`src/rtl/frmser_pkg.sv`:
```
package frmser_pkg;

  // Strobes issued by the sequencer to the shift datapath, one cycle each.
  typedef struct packed {
    logic acceptWord; // holding register takes tx_data
    logic startWord;  // shifter loads from holding register, first bit out
    logic shiftBit;   // advance transmit shifter on a falling edge
    logic sampleBit;  // capture miso on a rising edge
    logic wordDone;   // this sample completes the received word
    logic park;       // clear the transmit line
  } ctrlStrobes_t;

endpackage

```
`src/rtl/frmser_ctrl.sv`:
```
module frmser_ctrl
  import frmser_pkg::*;
#(
  parameter int WORD_W = 8,
  parameter int DIV_W  = 8
) (
  input  logic             clk,
  input  logic             rstN,
  input  logic             enable,
  input  logic [DIV_W-1:0] divHalf,
  input  logic             txValid,
  output logic             txReady,
  output logic             sck,
  output logic             csN,
  output ctrlStrobes_t     strobes
);

  localparam int CNT_W = $clog2(WORD_W + 1);
  localparam logic [CNT_W-1:0] LAST_IDX = CNT_W'(WORD_W - 1);
  localparam logic [CNT_W-1:0] FULL_CNT = CNT_W'(WORD_W);

  logic [DIV_W-1:0] halfCnt;
  logic [DIV_W-1:0] halfLim;
  logic [CNT_W-1:0] bitCnt;
  logic             active;
  logic             bufValid;
  logic             tick, riseEv, fallEv;
  logic             wordFull, bitsLeft, boundary;

  assign halfLim  = (divHalf == '0) ? DIV_W'(1) : divHalf;
  assign tick     = enable && (halfCnt >= halfLim - DIV_W'(1));
  assign riseEv   = tick && !sck;
  assign fallEv   = tick && sck;
  assign wordFull = (bitCnt == FULL_CNT);
  assign bitsLeft = active && !wordFull;
  assign boundary = fallEv && (!active || wordFull);

  always_comb begin
    strobes            = '0;
    strobes.acceptWord = txValid && !bufValid;
    strobes.startWord  = boundary && bufValid;
    strobes.shiftBit   = fallEv && bitsLeft;
    strobes.sampleBit  = riseEv && bitsLeft;
    strobes.wordDone   = riseEv && bitsLeft && (bitCnt == LAST_IDX);
    strobes.park       = !enable || (boundary && !bufValid);
  end

  assign txReady = !bufValid;

  always_ff @(posedge clk) begin
    if (!rstN) begin
      halfCnt <= '0;
      sck     <= 1'b0;
      csN     <= 1'b1;
      active  <= 1'b0;
      bitCnt  <= '0;
    end else if (!enable) begin
      halfCnt <= '0;
      sck     <= 1'b0;
      csN     <= 1'b1;
      active  <= 1'b0;
      bitCnt  <= '0;
    end else begin
      halfCnt <= tick ? '0 : halfCnt + DIV_W'(1);
      if (tick) sck <= ~sck;
      if (strobes.startWord) begin
        active <= 1'b1;
        csN    <= 1'b0;
        bitCnt <= '0;
      end else if (boundary) begin
        active <= 1'b0;
        csN    <= 1'b1;
      end else if (strobes.sampleBit) begin
        bitCnt <= bitCnt + CNT_W'(1);
      end
    end
  end

  always_ff @(posedge clk) begin
    if (!rstN)                  bufValid <= 1'b0;
    else if (strobes.acceptWord) bufValid <= 1'b1;
    else if (strobes.startWord)  bufValid <= 1'b0;
  end

  // with enable low the serial pins sit idle on the following cycle
  assert_idle_when_off_R1: assert property (@(posedge clk) disable iff (!rstN)
    !enable |=> (!sck && csN));

  // the select can only open together with a falling serial edge
  assert_cs_opens_on_fall_R3: assert property (@(posedge clk) disable iff (!rstN)
    $fell(csN) |-> $fell(sck));

  // the select closes only at a falling edge or after disabling
  assert_cs_closes_on_fall_R5: assert property (@(posedge clk) disable iff (!rstN)
    $rose(csN) |-> ($fell(sck) || !$past(enable)));

endmodule

```
`src/rtl/frmser_dp.sv`:
```
module frmser_dp
  import frmser_pkg::*;
#(
  parameter int WORD_W = 8
) (
  input  logic              clk,
  input  logic              rstN,
  input  ctrlStrobes_t      strobes,
  input  logic [WORD_W-1:0] txData,
  input  logic              miso,
  output logic              mosi,
  output logic [WORD_W-1:0] rxData,
  output logic              rxValid
);

  logic [WORD_W-1:0] bufData;
  logic [WORD_W-1:0] txShift;
  logic [WORD_W-1:0] rxShift;
  logic [WORD_W-1:0] rxNext;

  assign rxNext = {rxShift[WORD_W-2:0], miso};
  assign mosi   = txShift[WORD_W-1];

  always_ff @(posedge clk) begin
    if (!rstN)                   bufData <= '0;
    else if (strobes.acceptWord) bufData <= txData;
  end

  always_ff @(posedge clk) begin
    if (!rstN)                  txShift <= '0;
    else if (strobes.park)      txShift <= '0;
    else if (strobes.startWord) txShift <= bufData;
    else if (strobes.shiftBit)  txShift <= {txShift[WORD_W-2:0], 1'b0};
  end

  always_ff @(posedge clk) begin
    if (!rstN) begin
      rxShift <= '0;
      rxData  <= '0;
      rxValid <= 1'b0;
    end else begin
      rxValid <= strobes.wordDone;
      if (strobes.sampleBit) rxShift <= rxNext;
      if (strobes.wordDone)  rxData  <= rxNext;
    end
  end

  // the transmit line moves only on a sequencer strobe
  assert_mosi_moves_on_strobe_R4: assert property (@(posedge clk) disable iff (!rstN)
    !$stable(mosi) |-> $past(strobes.startWord || strobes.shiftBit || strobes.park));

  // a received word is flagged for a single cycle
  assert_rx_single_pulse_R7: assert property (@(posedge clk) disable iff (!rstN)
    rxValid |=> !rxValid);

endmodule

```
`src/rtl/framed_spi_master.sv`:
```
module framed_spi_master
  import frmser_pkg::*;
#(
  parameter int WORD_W = 8,
  parameter int DIV_W  = 8
) (
  input  logic              clk,
  input  logic              rst_n,
  input  logic              enable,
  input  logic [DIV_W-1:0]  div_half,
  input  logic [WORD_W-1:0] tx_data,
  input  logic              tx_valid,
  output logic              tx_ready,
  output logic [WORD_W-1:0] rx_data,
  output logic              rx_valid,
  output logic              sck,
  output logic              cs_n,
  output logic              mosi,
  input  logic              miso
);

  ctrlStrobes_t strobes;

  frmser_ctrl #(.WORD_W(WORD_W), .DIV_W(DIV_W)) u_ctrl (
    .clk     (clk),
    .rstN    (rst_n),
    .enable  (enable),
    .divHalf (div_half),
    .txValid (tx_valid),
    .txReady (tx_ready),
    .sck     (sck),
    .csN     (cs_n),
    .strobes (strobes)
  );

  frmser_dp #(.WORD_W(WORD_W)) u_dp (
    .clk     (clk),
    .rstN    (rst_n),
    .strobes (strobes),
    .txData  (tx_data),
    .miso    (miso),
    .mosi    (mosi),
    .rxData  (rx_data),
    .rxValid (rx_valid)
  );

endmodule

```
`config.mk`:
```
export PLATFORM = sky130hd
export DESIGN_NAME = framed_spi_master
export DESIGN_NICKNAME = d
export VERILOG_FILES = /design/src/rtl/frmser_pkg.sv /design/src/rtl/frmser_ctrl.sv /design/src/rtl/frmser_dp.sv /design/src/rtl/framed_spi_master.sv
export SDC_FILE = /design/constraint.sdc
export NUM_CORES = 1
export LEC_CHECK = 0
export ABC_AREA = 1
export CAP_MARGIN = 20
export CORE_AREA = 2 2 97 71
export DETAILED_ROUTE_END_ITERATION = 6
export DIE_AREA = 0 0 99 73
export PLACE_DENSITY_LB_ADDON = 0.05
export SLEW_MARGIN = 20
export SYNTH_ARGS = -nofsm -noshare
export SYNTH_HDL_FRONTEND = slang
export SYNTH_SLANG_ARGS = --single-unit
```
`constraint.sdc`:
```
create_clock -name clk -period 4.15 [get_ports clk]
set_clock_uncertainty 0.15 [all_clocks]
set_input_delay 0.83 -clock clk [delete_from_list [all_inputs] [get_ports clk]]
set_output_delay 0.83 -clock clk [all_outputs]
set_load 0.05 [all_outputs]
```
==> metrics.log <==
INFO  metric route.detailed.vias_per_inst = around 4.6
INFO  metric antenna_cells = 0
INFO  metric most_common_library_cell_in_the_layout_ignoring_fill_and_taps = sky130_fd_sc_hd__nand2_1
INFO  metric finalHoldViolCount = 0
INFO  metric layout-drive-gt1-share = 0.0698
INFO  metric wirelength = ~4.8 mm
INFO  metric max_stage_delay = 0.49 ns
INFO  metric yosys_warnings = 0
INFO  metric area_growth_syn_to_layout = 23.5%
INFO  metric power-per-cell-area = 307 nW/um^2
INFO  metric area_used_by_multi_input_combinational_logic = 1170 sq um
INFO  metric min_path_type = reg -> reg
INFO  metric vdd_drop_max = 0.126 mV
INFO  metric slew-limit-headroom = 0.659
INFO  metric post_drt_wl_per_cell = between 10 and 15 microns
INFO  metric synth_top_cells_by_area = sky130_fd_sc_hd__dfxtp_1 41%, sky130_fd_sc_hd__nand2_1 9.3%, sky130_fd_sc_hd__nor2_1 8.1%
INFO  metric netlist.top_cell.by_area = sky130_fd_sc_hd__dfxtp_1
INFO  metric path_max_fanout = 16
INFO  metric ctsLongestPathBuffers = 2
INFO  metric fin_crit_sh = 0.927
INFO  metric setup_viol_count_final = 0
INFO  metric postSynthRegisterBits = 48
INFO  metric timing.critical_path.required = 4.21 ns
INFO  metric pre_cts_slack = -0.0111 ns
INFO  metric placement_rows = 25
INFO  metric r2r-start = u_ctrl.halfCnt[0]
INFO  metric grt_max_degree = 27
INFO  metric critical_path.endpoint_type = flip-flop
INFO  metric htree_levels = 2
INFO  metric fmax_achieved = 260 MHz
INFO  metric core = 6410 sq um
INFO  metric route.vias.total = 2004
INFO  metric initial_utilization = 0.363
INFO  metric cts.root.buffer_cell = sky130_fd_sc_hd__clkbuf_8
INFO  metric placedInstanceArea = between 2000 and 3000 sq um
INFO  metric clock-sinks = 48
INFO  metric first_pass_grt_wire_length = 8.29 mm
INFO  metric r2r.worst_path.cells = 15
INFO  metric dr.first_iter.drc_count = 85
INFO  metric route.antenna.remaining_nets = 0
INFO  metric crit_path_cell_trace = clkdlybuf4s50_1, inv_1, nand2_1, nor3_1, a31o_2, inv_1, ha_1, nand3_1, nor3_1, xor2_1, inv_1, ha_1, nand2_1, nor2_1, nand2_2, nand2_4, nand2_4, nor2_4, nand2_4, nor2_8, nand2_1, nand2_1, nor2_1
INFO  metric finalWeightedCongestion = a little under 0.8
INFO  metric mostFrequentLayoutCells = 58 x sky130_fd_sc_hd__nand2_1, 50 x sky130_fd_sc_hd__nor2_1, 48 x sky130_fd_sc_hd__dfxtp_1
INFO  metric synthDistinctLibCells = 28
INFO  metric maxSlewViolCount = 0
INFO  metric gr-total-overflow = 0
INFO  metric place.detailed.hpwl = 3.57 mm
INFO  metric sequential_cell_area = roughly 960 sq um
INFO  metric netlist.area_leader.share = 0.412
INFO  metric critical_path.most_common_cell = sky130_fd_sc_hd__nand2_1
INFO  metric fp.dieH = 73 microns
INFO  metric first_pass_iters = 7
INFO  metric first_global_vias = 1793
INFO  metric worst_hold_slack = 0.318 ns
INFO  metric critical_path_class = in -> reg
INFO  metric die_area = between 7000 and 8000 sq um
INFO  metric antenna_found_initial = 0
INFO  metric worstMarginPinSlew = 0.510 ns
INFO  metric drt_drc_violations_left = 0
INFO  metric grt_use_total = 0.142
INFO  metric worst-path-buf-inv = 4
INFO  metric fill_count = between 600 and 700
INFO  metric post-route-worst-setup-slack = 0.302 ns
INFO  metric clock_buffers_created_by_tritoncts = 5
INFO  metric arrival = 3.90 ns
INFO  metric io_buffers = 33
INFO  metric drv.max_cap_violation_count = 0
INFO  metric post_synth_instance_area = 2330 sq um
INFO  metric design_area = 2880 sq um
INFO  metric floorplan.die.width = between 90 and 100 microns
INFO  metric io_pins = 34
INFO  metric slowest_stage = sky130_fd_sc_hd__clkdlybuf4s50_1
INFO  metric layout.nets = just under 400
INFO  metric avgSynthCellArea = 7.35 sq um
INFO  metric total_power = 0.882 mW
INFO  metric finalCriticalPeriod = 3.85 ns
INFO  metric worstSetupStartpointType = input pin
INFO  metric synthesis.nets = 350
INFO  metric crit_path_start = div_half[2]
INFO  metric synthesized_instance_count = 317
INFO  metric outcome = complete, no violations
INFO  metric seq_area_frac_synth = 0.412
INFO  metric tritoncts = done
INFO  metric critical_path_cell_count = 23
INFO  metric final.setup.tns = 0 ns
INFO  metric clkLatencyLatePin = 0.30 ns
INFO  metric cts_setup_buffers = 0
INFO  metric clkTransAtPathRegs = 0.09 ns
INFO  metric leakagePower = 1.26 nW
INFO  metric min_path_cells = 2
INFO  metric hold_start = u_dp.txShift[0]
INFO  metric critPathTopFamily = simple AND/OR/NAND/NOR gates
routing by layer:
metal	wire [microns]	track usage	up-vias
li1	-	-	1087
met1	2650	0.216	886
met2	1920	0.197	25
met3	176	0.0354	6
met4	50	0.0411	0
met5	0	0	-
per-stage QoR:
stage	instances	util
finish	439	0.449
global route	439	0.449
CTS	439	0.448
detailed placement	431	0.431
global placement	431	0.431
floorplan	317	-
worst register-to-register path, stage by stage (launching register included):
cell                      delay (ns)
sky130_fd_sc_hd__dfxtp_1        0.41
sky130_fd_sc_hd__inv_1          0.06
sky130_fd_sc_hd__ha_1           0.27
sky130_fd_sc_hd__nand2_1        0.04
sky130_fd_sc_hd__nor2_1         0.08
sky130_fd_sc_hd__nor2_1         0.04
sky130_fd_sc_hd__nand2_1        0.10
sky130_fd_sc_hd__nand2_2        0.09
sky130_fd_sc_hd__nand2_4        0.08
sky130_fd_sc_hd__nand2_4        0.06
sky130_fd_sc_hd__nor2_4         0.11
sky130_fd_sc_hd__nand2_4        0.11
sky130_fd_sc_hd__nor2_8         0.23
sky130_fd_sc_hd__nand2_1        0.10
sky130_fd_sc_hd__nand2_1        0.07
sky130_fd_sc_hd__nor2_1         0.03
state kept, by name (all words and copies together) (netlist names):
register / count
u_ctrl.active: 1
u_ctrl.bitCnt: 4
u_ctrl.bufValid: 1
u_ctrl.csN: 1
u_ctrl.halfCnt: 8
u_ctrl.sck: 1
u_dp.bufData: 8
u_dp.rxData: 8
u_dp.rxShift: 7
u_dp.rxValid: 1
u_dp.txShift: 8
cell type report:
type | instances | area share
inverter | 42 | 0.0548
multi-input combinational | 221 | 0.407
clock buffer | 6 | 0.0252
timing repair buffer | 39 | 0.132
clock inverter | 2 | 0.0122
sequential | 48 | 0.334
tap | 81 | 0.0352
cell families after synthesis:
logic type / synth area share
and+or+nand+nor: 0.288
AOI/OAI and AO/OA: 0.112
DFF: 0.412
xor gates and xnor gates: 0.0376
buffers and inverters: 0.0849
adders and majority gates: 0.0644
power by group:
part	total (mW)	internal, mW	leakage [nW]	switching [mW]
Clock	0.332	0.179	0.0552	0.153
Sequential	0.474	0.468	0.389	0.00650
Combinational	0.0754	0.0360	0.818	0.0394
Total	0.882	0.683	1.26	0.199
synth_stat cells:
cell type	instances
sky130_fd_sc_hd__o21a_1	1
sky130_fd_sc_hd__nand2_1	58
sky130_fd_sc_hd__inv_1	40
sky130_fd_sc_hd__xnor2_1	4
sky130_fd_sc_hd__o21ai_1	7
sky130_fd_sc_hd__xor2_1	6
sky130_fd_sc_hd__dfxtp_1	48
sky130_fd_sc_hd__ha_1	12
sky130_fd_sc_hd__buf_2	2
sky130_fd_sc_hd__nor2_1	50
sky130_fd_sc_hd__nand4_1	4
sky130_fd_sc_hd__nor3b_1	2
sky130_fd_sc_hd__o21ai_0	16
sky130_fd_sc_hd__clkbuf_1	2
sky130_fd_sc_hd__nor2_8	1
sky130_fd_sc_hd__nor3_1	4
sky130_fd_sc_hd__o31ai_1	1
sky130_fd_sc_hd__inv_2	1
sky130_fd_sc_hd__nand2_2	3
sky130_fd_sc_hd__nand2_4	3
sky130_fd_sc_hd__a21o_1	1
sky130_fd_sc_hd__buf_6	2
sky130_fd_sc_hd__a31o_2	1
sky130_fd_sc_hd__nand3_1	21
sky130_fd_sc_hd__clkinv_1	1
sky130_fd_sc_hd__a21oi_1	23
sky130_fd_sc_hd__nor2_2	1
sky130_fd_sc_hd__nor2_4	2
final timing paths:
check / slack [ns] / endpoint
min reg2reg: 0.32 / u_dp.txShift[0]
max: 0.30 / u_dp.rxData[4]
max reg2reg: 2.03 / u_dp.rxData[4]
min: 0.32 / u_dp.txShift[0]
repair_timing:
action                                  in CTS  in global routing
endpoints found under the setup margin       0                  1
hold buffers                                 0                  0
resized for setup                            0                  1
endpoints found under the hold margin        0                  0
No activity file was read; power rests on OpenSTA's default activity.
